## src/rtl/exc_pkg.sv

```systemverilog
package exc_pkg;

  localparam int MODE_W = 5;
  localparam int T_BIT  = 5;
  localparam int F_BIT  = 6;
  localparam int I_BIT  = 7;
  localparam int NBANK  = 5;
  localparam int NREQ   = 7;
  localparam int BIDX_W = $clog2(NBANK);

  localparam logic [MODE_W-1:0] MD_USR = 5'b10000;
  localparam logic [MODE_W-1:0] MD_FIQ = 5'b10001;
  localparam logic [MODE_W-1:0] MD_IRQ = 5'b10010;
  localparam logic [MODE_W-1:0] MD_SVC = 5'b10011;
  localparam logic [MODE_W-1:0] MD_ABT = 5'b10111;
  localparam logic [MODE_W-1:0] MD_UND = 5'b11011;
  localparam logic [MODE_W-1:0] MD_SYS = 5'b11111;

  // rank order: lower value wins
  typedef enum logic [2:0] {
    EK_RST  = 3'd0,
    EK_DABT = 3'd1,
    EK_FIQ  = 3'd2,
    EK_IRQ  = 3'd3,
    EK_PABT = 3'd4,
    EK_UND  = 3'd5,
    EK_SWI  = 3'd6,
    EK_NONE = 3'd7
  } exc_kind_e;

  function automatic logic [MODE_W-1:0] kind_mode(exc_kind_e k);
    case (k)
      EK_DABT, EK_PABT: return MD_ABT;
      EK_FIQ:           return MD_FIQ;
      EK_IRQ:           return MD_IRQ;
      EK_UND:           return MD_UND;
      default:          return MD_SVC;
    endcase
  endfunction

  function automatic logic [7:0] kind_offset(exc_kind_e k);
    case (k)
      EK_UND:  return 8'h04;
      EK_SWI:  return 8'h08;
      EK_PABT: return 8'h0C;
      EK_DABT: return 8'h10;
      EK_IRQ:  return 8'h18;
      EK_FIQ:  return 8'h1C;
      default: return 8'h00;
    endcase
  endfunction

  function automatic logic kind_sets_f(exc_kind_e k);
    return (k == EK_RST) || (k == EK_FIQ);
  endfunction

  function automatic logic mode_banked(logic [MODE_W-1:0] m);
    return (m == MD_SVC) || (m == MD_ABT) || (m == MD_UND) ||
           (m == MD_IRQ) || (m == MD_FIQ);
  endfunction

  function automatic logic [BIDX_W-1:0] mode_bank(logic [MODE_W-1:0] m);
    case (m)
      MD_ABT:  return BIDX_W'(1);
      MD_UND:  return BIDX_W'(2);
      MD_IRQ:  return BIDX_W'(3);
      MD_FIQ:  return BIDX_W'(4);
      default: return BIDX_W'(0);
    endcase
  endfunction

endpackage

```

## src/rtl/exc_prio_arb.sv

```systemverilog
module exc_prio_arb
  import exc_pkg::*;
(
  input  logic [NREQ-1:0] req,
  input  logic            mask_i,
  input  logic            mask_f,
  output logic            take,
  output exc_kind_e       kind
);

  logic [NREQ-1:0] eff;

  always_comb begin
    eff = req;
    eff[EK_FIQ] = req[EK_FIQ] & ~mask_f;
    eff[EK_IRQ] = req[EK_IRQ] & ~mask_i;
  end

  always_comb begin
    kind = EK_NONE;
    for (int i = NREQ - 1; i >= 0; i--) begin
      if (eff[i]) kind = exc_kind_e'(i);
    end
  end

  assign take = |eff;

endmodule

```

## src/rtl/exc_bank.sv

```systemverilog
module exc_bank
  import exc_pkg::*;
#(
  parameter int ADDR_W = 32,
  parameter int PSR_W  = 32
) (
  input  logic                            clk,
  input  logic                            rst_n,
  input  logic [NBANK-1:0]                wr_sel,
  input  logic [ADDR_W-1:0]               wr_lr,
  input  logic [PSR_W-1:0]                wr_spsr,
  output logic [NBANK-1:0][ADDR_W-1:0]    lr_q,
  output logic [NBANK-1:0][PSR_W-1:0]     spsr_q
);

  for (genvar b = 0; b < NBANK; b++) begin : g_bank
    always_ff @(posedge clk or negedge rst_n) begin
      if (!rst_n) begin
        lr_q[b]   <= '0;
        spsr_q[b] <= '0;
      end else if (wr_sel[b]) begin
        lr_q[b]   <= wr_lr;
        spsr_q[b] <= wr_spsr;
      end
    end
  end

endmodule

```

## src/rtl/exc_seq.sv

```systemverilog
module exc_seq
  import exc_pkg::*;
#(
  parameter int ADDR_W = 32,
  parameter int PSR_W  = 32,
  parameter logic [ADDR_W-1:0] VEC_BASE = '0
) (
  input  logic              clk,
  input  logic              rst_n,
  input  logic              take,
  input  exc_kind_e         kind,
  input  logic              ret_take,
  input  logic [ADDR_W-1:0] ret_lr,
  input  logic [PSR_W-1:0]  ret_spsr,
  input  logic [PSR_W-1:0]  cur_psr,
  output logic              entry_vld,
  output logic              ret_vld,
  output logic [ADDR_W-1:0] new_pc,
  output logic [PSR_W-1:0]  new_psr
);

  localparam logic [PSR_W-1:0] PSR_RESET =
    PSR_W'({1'b1, 1'b1, 1'b0, MD_SVC});

  function automatic logic [PSR_W-1:0] entry_psr(logic [PSR_W-1:0] p,
                                                 exc_kind_e k);
    logic [PSR_W-1:0] r;
    r = p;
    r[MODE_W-1:0] = kind_mode(k);
    r[T_BIT] = 1'b0;
    r[I_BIT] = 1'b1;
    if (kind_sets_f(k)) r[F_BIT] = 1'b1;
    return r;
  endfunction

  function automatic logic [ADDR_W-1:0] entry_pc(exc_kind_e k);
    return VEC_BASE + ADDR_W'(kind_offset(k));
  endfunction

  always_ff @(posedge clk or negedge rst_n) begin
    if (!rst_n) begin
      entry_vld <= 1'b0;
      ret_vld   <= 1'b0;
      new_pc    <= '0;
      new_psr   <= PSR_RESET;
    end else begin
      entry_vld <= take;
      ret_vld   <= ret_take;
      if (take) begin
        new_pc  <= entry_pc(kind);
        new_psr <= entry_psr(cur_psr, kind);
      end else if (ret_take) begin
        new_pc  <= ret_lr;
        new_psr <= ret_spsr;
      end
    end
  end

endmodule

```

## src/rtl/exc_entry_ctrl.sv

```systemverilog
module exc_entry_ctrl
  import exc_pkg::*;
#(
  parameter int ADDR_W = 32,
  parameter int PSR_W  = 32,
  parameter logic [ADDR_W-1:0] VEC_BASE = '0
) (
  input  logic                         clk,
  input  logic                         rst_n,
  input  logic                         req_rst,
  input  logic                         req_dabt,
  input  logic                         req_fiq,
  input  logic                         req_irq,
  input  logic                         req_pabt,
  input  logic                         req_und,
  input  logic                         req_swi,
  input  logic                         ret_req,
  input  logic [ADDR_W-1:0]            cur_pc,
  input  logic [PSR_W-1:0]             cur_psr,
  output logic                         entry_vld,
  output logic                         ret_vld,
  output logic [ADDR_W-1:0]            new_pc,
  output logic [PSR_W-1:0]             new_psr,
  output logic [NBANK-1:0][ADDR_W-1:0] bank_lr,
  output logic [NBANK-1:0][PSR_W-1:0]  bank_spsr
);

  logic [NREQ-1:0]   req_vec;
  logic              take_w;
  exc_kind_e         kind_w;
  logic              ret_ok_w;
  logic              ret_take_w;
  logic [BIDX_W-1:0] ret_idx_w;
  logic [NBANK-1:0]  wr_sel_w;

  assign req_vec = {req_swi, req_und, req_pabt, req_irq,
                    req_fiq, req_dabt, req_rst};

  exc_prio_arb u_arb (
    .req    (req_vec),
    .mask_i (cur_psr[I_BIT]),
    .mask_f (cur_psr[F_BIT]),
    .take   (take_w),
    .kind   (kind_w)
  );

  always_comb begin
    wr_sel_w = '0;
    if (take_w) wr_sel_w[mode_bank(kind_mode(kind_w))] = 1'b1;
  end

  assign ret_ok_w   = mode_banked(cur_psr[MODE_W-1:0]);
  assign ret_idx_w  = mode_bank(cur_psr[MODE_W-1:0]);
  assign ret_take_w = ret_req && !take_w && ret_ok_w;

  exc_bank #(.ADDR_W(ADDR_W), .PSR_W(PSR_W)) u_bank (
    .clk     (clk),
    .rst_n   (rst_n),
    .wr_sel  (wr_sel_w),
    .wr_lr   (cur_pc),
    .wr_spsr (cur_psr),
    .lr_q    (bank_lr),
    .spsr_q  (bank_spsr)
  );

  exc_seq #(.ADDR_W(ADDR_W), .PSR_W(PSR_W), .VEC_BASE(VEC_BASE)) u_seq (
    .clk       (clk),
    .rst_n     (rst_n),
    .take      (take_w),
    .kind      (kind_w),
    .ret_take  (ret_take_w),
    .ret_lr    (bank_lr[ret_idx_w]),
    .ret_spsr  (bank_spsr[ret_idx_w]),
    .cur_psr   (cur_psr),
    .entry_vld (entry_vld),
    .ret_vld   (ret_vld),
    .new_pc    (new_pc),
    .new_psr   (new_psr)
  );

endmodule

```

## config.mk

```make
export PLATFORM = sky130hd
export DESIGN_NAME = exc_entry_ctrl
export DESIGN_NICKNAME = d
export VERILOG_FILES = /design/src/rtl/exc_pkg.sv /design/src/rtl/exc_prio_arb.sv /design/src/rtl/exc_bank.sv /design/src/rtl/exc_seq.sv /design/src/rtl/exc_entry_ctrl.sv
export SDC_FILE = /design/constraint.sdc
export NUM_CORES = 1
export LEC_CHECK = 0
export BUFFER_PORTS_ARGS = -buffer_cell sky130_fd_sc_hd__buf_2
export CAP_MARGIN = 20
export CORE_MARGIN = 2
export CORE_UTILIZATION = 53
export CTS_CLUSTER_DIAMETER = 40
export DETAILED_ROUTE_END_ITERATION = 6
export PLACE_DENSITY = 0.79
export SYNTH_ARGS = -nofsm -noshare
export SYNTH_HDL_FRONTEND = slang
export SYNTH_SLANG_ARGS = --single-unit
```

## constraint.sdc

```tcl
create_clock -name clk -period 2.1 [get_ports clk]
set_input_delay 0 -clock clk [delete_from_list [all_inputs] [get_ports clk]]
set_output_delay 0 -clock clk [all_outputs]
set_load 0.01 [all_outputs]
```

---- Word-level counts from Yosys, hierarchy flattened ----
Cells that the tools add are included.
operators by class
  order comparisons ....................... 3
  equality and inequality tests ........... 15
  muxes and demuxes ....................... 25
  bitwise operators ....................... 4
  reduce and logical (&&, ||, !) cells .... 13
operators by type and width
  kind                                                               number
  binary-select mux 32 bit (select 3 bit)                            2
  two-way mux 32 bit                                                 6
  equality test 5 bit, second input constant                         9
  one-hot mux 5 bit (6 select lines)                                 1
  one-hot mux 3 bit (4 select lines)                                 2
  one-hot mux 4 bit (4 select lines)                                 1
  two-way mux 3 bit                                                  5
  two-way mux 5 bit                                                  2
  equality test 3 bit, second input constant                         3
  < comparator 3 x 4 -> 1 bit, second input constant                 2
  OR reduction 7 bit                                                 1
  equality test 3 x 2 -> 1 bit, second input constant                2
  logical OR 1 bit                                                   5
  two-way mux 2 bit                                                  2
  demux 1 bit (select 3 bit)                                         1
  equality test 3 x 1 -> 1 bit, second input constant                1
  greater-or-equal comparator 3 x 1 -> 1 bit, second input constant  1
  logical AND 1 bit                                                  3
  logical NOT 3 bit                                                  1
  two-way mux 1 bit                                                  3
  AND 1 bit                                                          2
  NOT 1 bit                                                          2
  nonzero test 2 bit                                                 1
  OR reduction 2 bit                                                 1
  logical NOT 1 bit                                                  1
word-level totals
  flip-flop bits (word level) ............. 386
  output and inout bits ................... 386

---- Longest topological paths before layout ----
Gate-level depths: netlist of run 1.
  word-level depth ........................ 19
  depth in mapped cells ................... 9
  mapped depth without buffers ............ 6

---- Hierarchy ----
A second synthesis of run 1 with hierarchy kept.
unflattened totals
  cell total of the unflattened synthesis .. 1350
  area, all modules ....................... 17808.3 sq um
modules (own cells, without submodules)
  module          times used  cells an instance  area an instance (sq um)  seq. area each (sq um)
  exc_bank        1           675                12080.3                   8007.7
  exc_seq         1           251                2919.0                    1657.8
  exc_entry_ctrl  1           411                2735.1                    0.0
  exc_prio_arb    1           13                 73.8                      0.0

---- Least setup slack after synthesis of run 1 ----
Ideal clock, no wire load.
  path type ............................... input to register
  start point ............................. in cur_psr[0]
  end point ............................... reg u_seq.new_psr[22]
  data arrival time ....................... 1657 ps
  data required time ...................... 1979 ps
  path slack .............................. 322 ps
  stages on the path ...................... 8
  cell sequence ........................... buf_4 > or3b_1 > o221a_1 > or2_0 > buf_2 > clkbuf_1 > a221o_1 > o22a_1
between the ends
  word-level cells in the longest chain between the ends .. 7
  elaborated cells on any way between the ends .. 16
ends and longest elaborated chain
  element                                                                                          line                  source
  from (decl)                                                                                      exc_entry_ctrl.sv:19  input logic [PSR_W-1:0] cur_psr,
  parallel branches: the longest is 7 deep, another holds binary-select mux 32 bit (select 3 bit)  --
  to (signal assigned)                                                                             exc_seq.sv:51         new_psr <= entry_psr(cur_psr, kind);
  to (signal assigned)                                                                             exc_seq.sv:54         new_psr <= ret_spsr;
  to (decl)                                                                                        exc_seq.sv:19         output logic [PSR_W-1:0] new_psr
Parallel ways; which one is timed is not known. The select of a mux whose other input is x is not followed.
A chain may end at the register's enable or synchronous reset.

---- Worst setup path in the final report of run 1 ----
  start point ............................. in cur_psr[1]
  end point ............................... reg u_seq.new_psr[15]
The elaborated chain is that of the path after synthesis.

==> results of run 1 <==
-- logic make-up after synthesis --
| group | Yosys count | synth area share [%] |
|---|---|---|
| xor gates and xnor gates | 5 | 0.257 |
| buffers and inverters | 112 | 2.66 |
| muxes | 347 | 22.7 |
| and+or+nand+nor | 213 | 6.11 |
| DFF | 386 | 56.7 |
| AOI/OAI and AO/OA | 259 | 11.6 |
-- metal layers --
| layer | track usage (%) | up-vias | routed length [um] |
|---|---|---|---|
| met5 | 0 | - | 47 |
| met1 | 43.6 | 7233 | 22400 |
| li1 | - | 6064 | - |
| met3 | 9.83 | 204 | 5960 |
| met4 | 16.9 | 6 | 3060 |
| met2 | 57.7 | 893 | 28300 |
-- synthesized netlist by cell type (16+ instances only) --
| cell type | number | area share (%) |
|---|---|---|
| a22oi_1 | 30 | 1.3 |
| buf_2 | 23 | 0.68 |
| o211a_1 | 30 | 1.8 |
| clkbuf_1 | 70 | 1.5 |
| a21oi_1 | 46 | 1.4 |
| nor3_1 | 39 | 1.1 |
| mux2i_1 | 32 | 1.9 |
| o221ai_1 | 16 | 0.82 |
| mux2_2 | 315 | 21 |
| nor4_1 | 32 | 1.2 |
| nor2_1 | 59 | 1.3 |
| dfrtp_1 | 381 | 56 |
| nand2_1 | 43 | 0.95 |
-- repair_timing --
action,4_1_cts,5_1_grt
buffers inserted,0,0
setup endpoints to repair,0,1
endpoints found under the hold margin,692,0
hold buffers,68,0
-- per-stage QoR --
| stage | worst slack, ns | util [%] |
|---|---|---|
| 2_1_floorplan | 0.322 | - |
| 3_3_place_gp | -0.222 | 64.2 |
| 3_5_place_dp | 0.144 | 64.2 |
| 4_1_cts | 0.150 | 71.8 |
| 5_1_grt | -0.00335 | 71.9 |
| 6_report | 0.103 | 71.9 |
-- state kept, by name, summed over array words and instances, names as in the netlist --
name	cells
u_seq.entry_vld	1
u_bank.lr_q	160
u_seq.new_pc	32
u_seq.ret_vld	1
u_seq.new_psr	32
u_bank.spsr_q	160
-- area by class of cell --
cell class | instances | area [sq um]
Tap cell | 402 | 503
Fill cell | 2181 | 8900
Clock inverter | 29 | 339
Multi-Input combinational cell | 824 | 7030
Antenna cell | 2 | 5.00
Inverter | 6 | 22.5
Timing Repair Buffer | 594 | 3770
Sequential cell | 386 | 9670
Clock buffer | 64 | 1400
-- path summary, 6_finish.rpt --
kind | end | slack, ns | cells past startpoint
hold / removal | u_bank.lr_q[33] | 0.05 | 2
setup reg to reg | u_seq.new_pc[3] | 0.43 | 5
min in group clk | u_bank.spsr_q[36] | 0.05 | 3
max in group asynchronous | u_bank.lr_q[121] | 1.28 | 3
hold reg to reg | u_bank.spsr_q[98] | 0.52 | 2
setup / recovery | u_seq.new_psr[15] | 0.10 | 8
-- power breakdown --
group | leakage (nW) | internal, mW | switching (mW)
sequential | 4.66 | 8.69 | 1.07
clock | 0.831 | 5.28 | 3.47
combinational | 5.15 | 2.18 | 2.46
total | 10.6 | 16.2 | 7.00
==> run summary, run 1 <==
Critical path start-end classification = in -> reg
Detailed router's first-iteration violation count = 1178
Cell area after layout = 22700 sq um
Setup Skew = 0.0149 ns
Slew HR = 52.8%
Total gr overflow = 0
Worst setup EP type = flip-flop
Tightest Hold Check Type = in -> async
Reg2Reg Launch Point = u_bank.lr_q[35]
Endpoints failing setup = 0
Tot GR Track Use = 35.3%
Initial antenna violation count = 4
Total CTS buffers = 52
Starting Density = 53.9%
1st-pass router iterations = 5
Lkg Pwr = 10.6 nW
Mapped cell area = 17100 sq um
CP top delay family = buffers and inverters
Reg clk slew, reported paths = 0.06 ns
Fin crit share = 95.1%
CP arrival = 2.45 ns
Slowest stage delay, CP = 0.58 ns
Cells after DPL = 2144
Largest net degree at the start of global routing = 77
Number of synthesized flops with an enable pin = 0
Synth async-reset ratio = 100%
DR vias = 14400
Vias in the first global route = 14900
Layout cells sized above 1 = 50.1%
Min Tclk post-route = 2.00 ns
CP max-delay cell = dlygate4sd3_1
Die Area = 33600 sq um
Netlist cell types = 61
Routed len/inst = 25.9 um
Hold Fails Final Rpt = 0
Slew Limit Fails = 0
Longest Clk Path Bufs = 3
Residual DRC count = 0
Most common cell after layout, fill and taps aside = buf_2
Fin nets = 1938
Pwr Density = 1020 nW/um^2
Worst path cell trace = dlygate4sd3_1, buf_2, inv_1, o221a_1, or2_4, buf_4, a221o_1, o22a_1
Global-route wire length before repair = 90.9 mm
Via density per instance = 6.24
Final WL = 59.7 mm
CTS tree = built
Clk_lat worst skew = 0.56 ns
Number of synthesized register bits = 386
CP max FO = 19
Predominant post-synthesis flop cell = dfrtp_1
Outcome = finished, final reports clean
CP Buf/Inv Count = 4
Placed Area = 20300 sq um
Core Box Area = 31600 sq um
Setup TNS = 0 ns
Port bufs = 459
Peak Freq = 501 MHz
Sink Count = 386
GPL Wtd Cong = 0.892
Synthesized area per cell = 12.9 sq um
Synth Instances = 1322
Die Y = 183 um
Register area share after synthesis = 56.7%
Synth-to-Final Area Change = 33.3%
H-tree levels = 2
Routed Antenna Nets = 0
Fin cells = 2307
Dpl hpwl = 39.8 mm
Worst slew pin tran = 0.707 ns
Rows = 65
Maximum vdd drop = 0.752 mV
# IOs = 460
CP Launch Type = primary input
MaxCap Viol Count = 0
Die X = 183 um
Gates resized, CTS repair = 0
CP startpoint = cur_psr[1]
RSZ-0062 raised after global routing = yes
CP required = 2.55 ns
Hold_ws = 0.0516 ns
Syn Nets = 1396
Most frequent cells in the layout = 458 x buf_2, 381 x dfrtp_1, 315 x mux2_2, 68 x dlygate4sd3_1, 56 x nor2_1
Power Total = 23.1 mW
Synth Warn # = 0
Clock root cell = clkbuf_16
Power figures use the tool's default switching activity.
==> run 2, diff against run 1 <==
--- a/config.mk
+++ b/config.mk
@@ -7,11 +7,13 @@
 export LEC_CHECK = 0
 export BUFFER_PORTS_ARGS = -buffer_cell sky130_fd_sc_hd__buf_2
 export CAP_MARGIN = 20
+export CELL_PAD_IN_SITES_DETAIL_PLACEMENT = 2
+export CELL_PAD_IN_SITES_GLOBAL_PLACEMENT = 2
 export CORE_MARGIN = 2
-export CORE_UTILIZATION = 53
+export CORE_UTILIZATION = 35
 export CTS_CLUSTER_DIAMETER = 40
 export DETAILED_ROUTE_END_ITERATION = 6
-export PLACE_DENSITY = 0.79
+export PLACE_DENSITY = 0.8
 export SYNTH_ARGS = -nofsm -noshare
 export SYNTH_HDL_FRONTEND = slang
 export SYNTH_SLANG_ARGS = --single-unit
==> run summary, run 2 (synthesis results as in run 1) <==
CP required = 2.55 ns (about the same)
Setup Skew = 0.0196 ns (+0.00471 ns)
Setup TNS = 0 ns (unchanged)
Total CTS buffers = 67 (+29%)
# IOs = 460 (unchanged)
Routed Antenna Nets = 0 (unchanged)
CP max FO = 34 (+15)
Most frequent cells in the layout = 457 x buf_2, 381 x dfrtp_1, 315 x mux2_2, 71 x dlygate4sd3_1, 69 x clkbuf_16
Fin crit share = 97.3% (+2.2 points)
Min Tclk post-route = 2.04 ns (+0.0462 ns)
Tightest Hold Check Type = in -> reg
MaxCap Viol Count = 0 (unchanged)
Peak Freq = 489 MHz (-2.3%)
CTS tree = built
Worst slew pin tran = 0.492 ns (-0.215 ns)
Starting Density = 35.6% (-18 points)
Clk_lat worst skew = 0.60 ns (+0.04 ns)
Die Area = 50500 sq um (+50%)
Port bufs = 459 (unchanged)
Maximum vdd drop = 0.819 mV (+8.9%)
Critical path start-end classification = in -> reg
Initial antenna violation count = 4 (unchanged)
Vias in the first global route = 17200 (+15%)
Total gr overflow = 0 (unchanged)
Hold path cells = 3
R2R cell count = 5 (unchanged)
Biggest regs = u_bank.lr_q (160), u_bank.spsr_q (160)
Pwr Density = 1120 nW/um^2 (+10%)
Outcome = finished, final reports clean
Fin nets = 1955 (+0.88%)
CP max-delay cell = dlygate4sd3_1
Worst setup EP type = flip-flop
Largest net degree at the start of global routing = 84 (+9.1%)
Die Y = 225 um (+23%)
1st-pass router iterations = 5 (unchanged)
Routed len/inst = 32.6 um (+26%)
Slew HR = 67.2% (+14 points)
Rows = 80 (+23%)
Die X = 225 um (+23%)
Longest Clk Path Bufs = 3 (unchanged)
H-tree levels = 3 (+1)
Dpl hpwl = 50.6 mm (+27%)
Reg clk slew, reported paths = 0.05 ns (about the same)
CP arrival = 2.49 ns (+0.04 ns)
GPL Wtd Cong = 0.843 (-5.5%)
Global-route wire length before repair = 121 mm (+34%)
CP Launch Type = primary input
Tot GR Track Use = 32.8% (-2.5 points)
FILL cells = 4587 (+110%)
Most common cell after layout, fill and taps aside = buf_2
Sink Count = 386 (unchanged)
Lkg Pwr = 11.0 nW (+3.2%)
Layout cells sized above 1 = 51.1% (+1.0 points)
Via density per instance = 5.81 (-6.9%)
Slowest stage delay, CP = 0.57 ns (about the same)
Worst path cell trace = dlygate4sd3_1, buf_2, or3b_1, o221a_2, or2_4, buf_12, a221o_1, o22a_1
Core Box Area = 47900 sq um (+52%)
Hold_ws = 0.0522 ns (+0.000684 ns)
Synth-to-Final Area Change = 39.1%
Final WL = 83.2 mm (+39%)
Endpoints failing setup = 0 (unchanged)
RSZ-0062 raised after global routing = no
Hold Fails Final Rpt = 0 (unchanged)
Clock root cell = clkbuf_16
Residual DRC count = 0 (unchanged)
Slew Limit Fails = 0 (unchanged)
Detailed router's first-iteration violation count = 852 (-28%)
DR vias = 14800 (+3.0%)
Power Total = 26.6 mW (+15%)
## run 2: cell count changes in the layout (fill, tap and decap cells not counted), sizes merged
cell,previous run,this run
diode,2,1
dlygate4sd3,68,71
inv,13,22
buf,526,524
bufinv,4,7
clkbuf,64,83
clkinv,12,11
clkinvlp,6,7
## run 2: critical path, delay by kind of cell
family | cells | cell delay (ns)
AND/OR/NAND/NOR | 2 | 0.69
AO/OA/AOI/OAI | 3 | 0.82
buffers and inverters | 3 | 0.96
## run 2: layout make-up
type | instances | area, sq um | area share, %
sequential | 386 | 9670 | 40.8
multi-input combinational | 824 | 7050 | 29.7
timing repair buffer | 596 | 3860 | 16.3
clock buffer | 82 | 1860 | 7.82
tap | 615 | 769 | 3.24
clock inverter | 41 | 487 | 2.05
inverter | 6 | 25.0 | 0.106
antenna | 1 | 2.50 | 0.0106
## run 2: metal layers
layer  global-route usage, %  share of wire, %  vias to the layer above
met4                    17.0               5.1                        6
met2                    55.4                49                      647
met5                       0             0.046                        -
met3                    9.63               7.6                      231
li1                        -                 -                     6081
met1                    37.9                38                     7865
## run 2: where the power goes
group / total [mW] / switching, mW / internal, mW
clock network: 11.6 / 4.31 / 7.27
logic: 5.04 / 2.84 / 2.20
registers: 9.97 / 1.28 / 8.69
## run 2: repair_timing
item                                   CTS  global route
hold buffers                            72             0
endpoints found under the hold margin  719             0
resized for setup                        0             9
setup endpoints to repair                0             6
setup buffers                            0             2
## run 2: worst paths after layout
kind / from / end / slack, ns
worst max-delay path: cur_psr[3] / u_seq.new_psr[9] / 0.06
worst min-delay path: cur_psr[0] / u_bank.spsr_q[96] / 0.05
worst max register to register: u_bank.lr_q[35] / u_seq.new_pc[3] / 0.27
worst min register to register: u_seq.new_psr[7] / u_seq.new_psr[7] / 0.52
max in group asynchronous: rst_n / u_bank.lr_q[26] / 1.49
min in group asynchronous: rst_n / u_seq.new_psr[0] / 0.10
## run 2: stage by stage
stage	instance area (sq um)	util, %	cells	worst slack, ns
5_1_grt	23700	49.5	2551	0.0113
4_1_cts	23700	49.4	2548	0.0254
3_5_place_dp	20600	43.0	2353	0.0641
2_1_floorplan	17100	-	1322	0.322
3_3_place_gp	20600	43.0	2353	0.118
6_report	23700	49.5	2551	0.0565
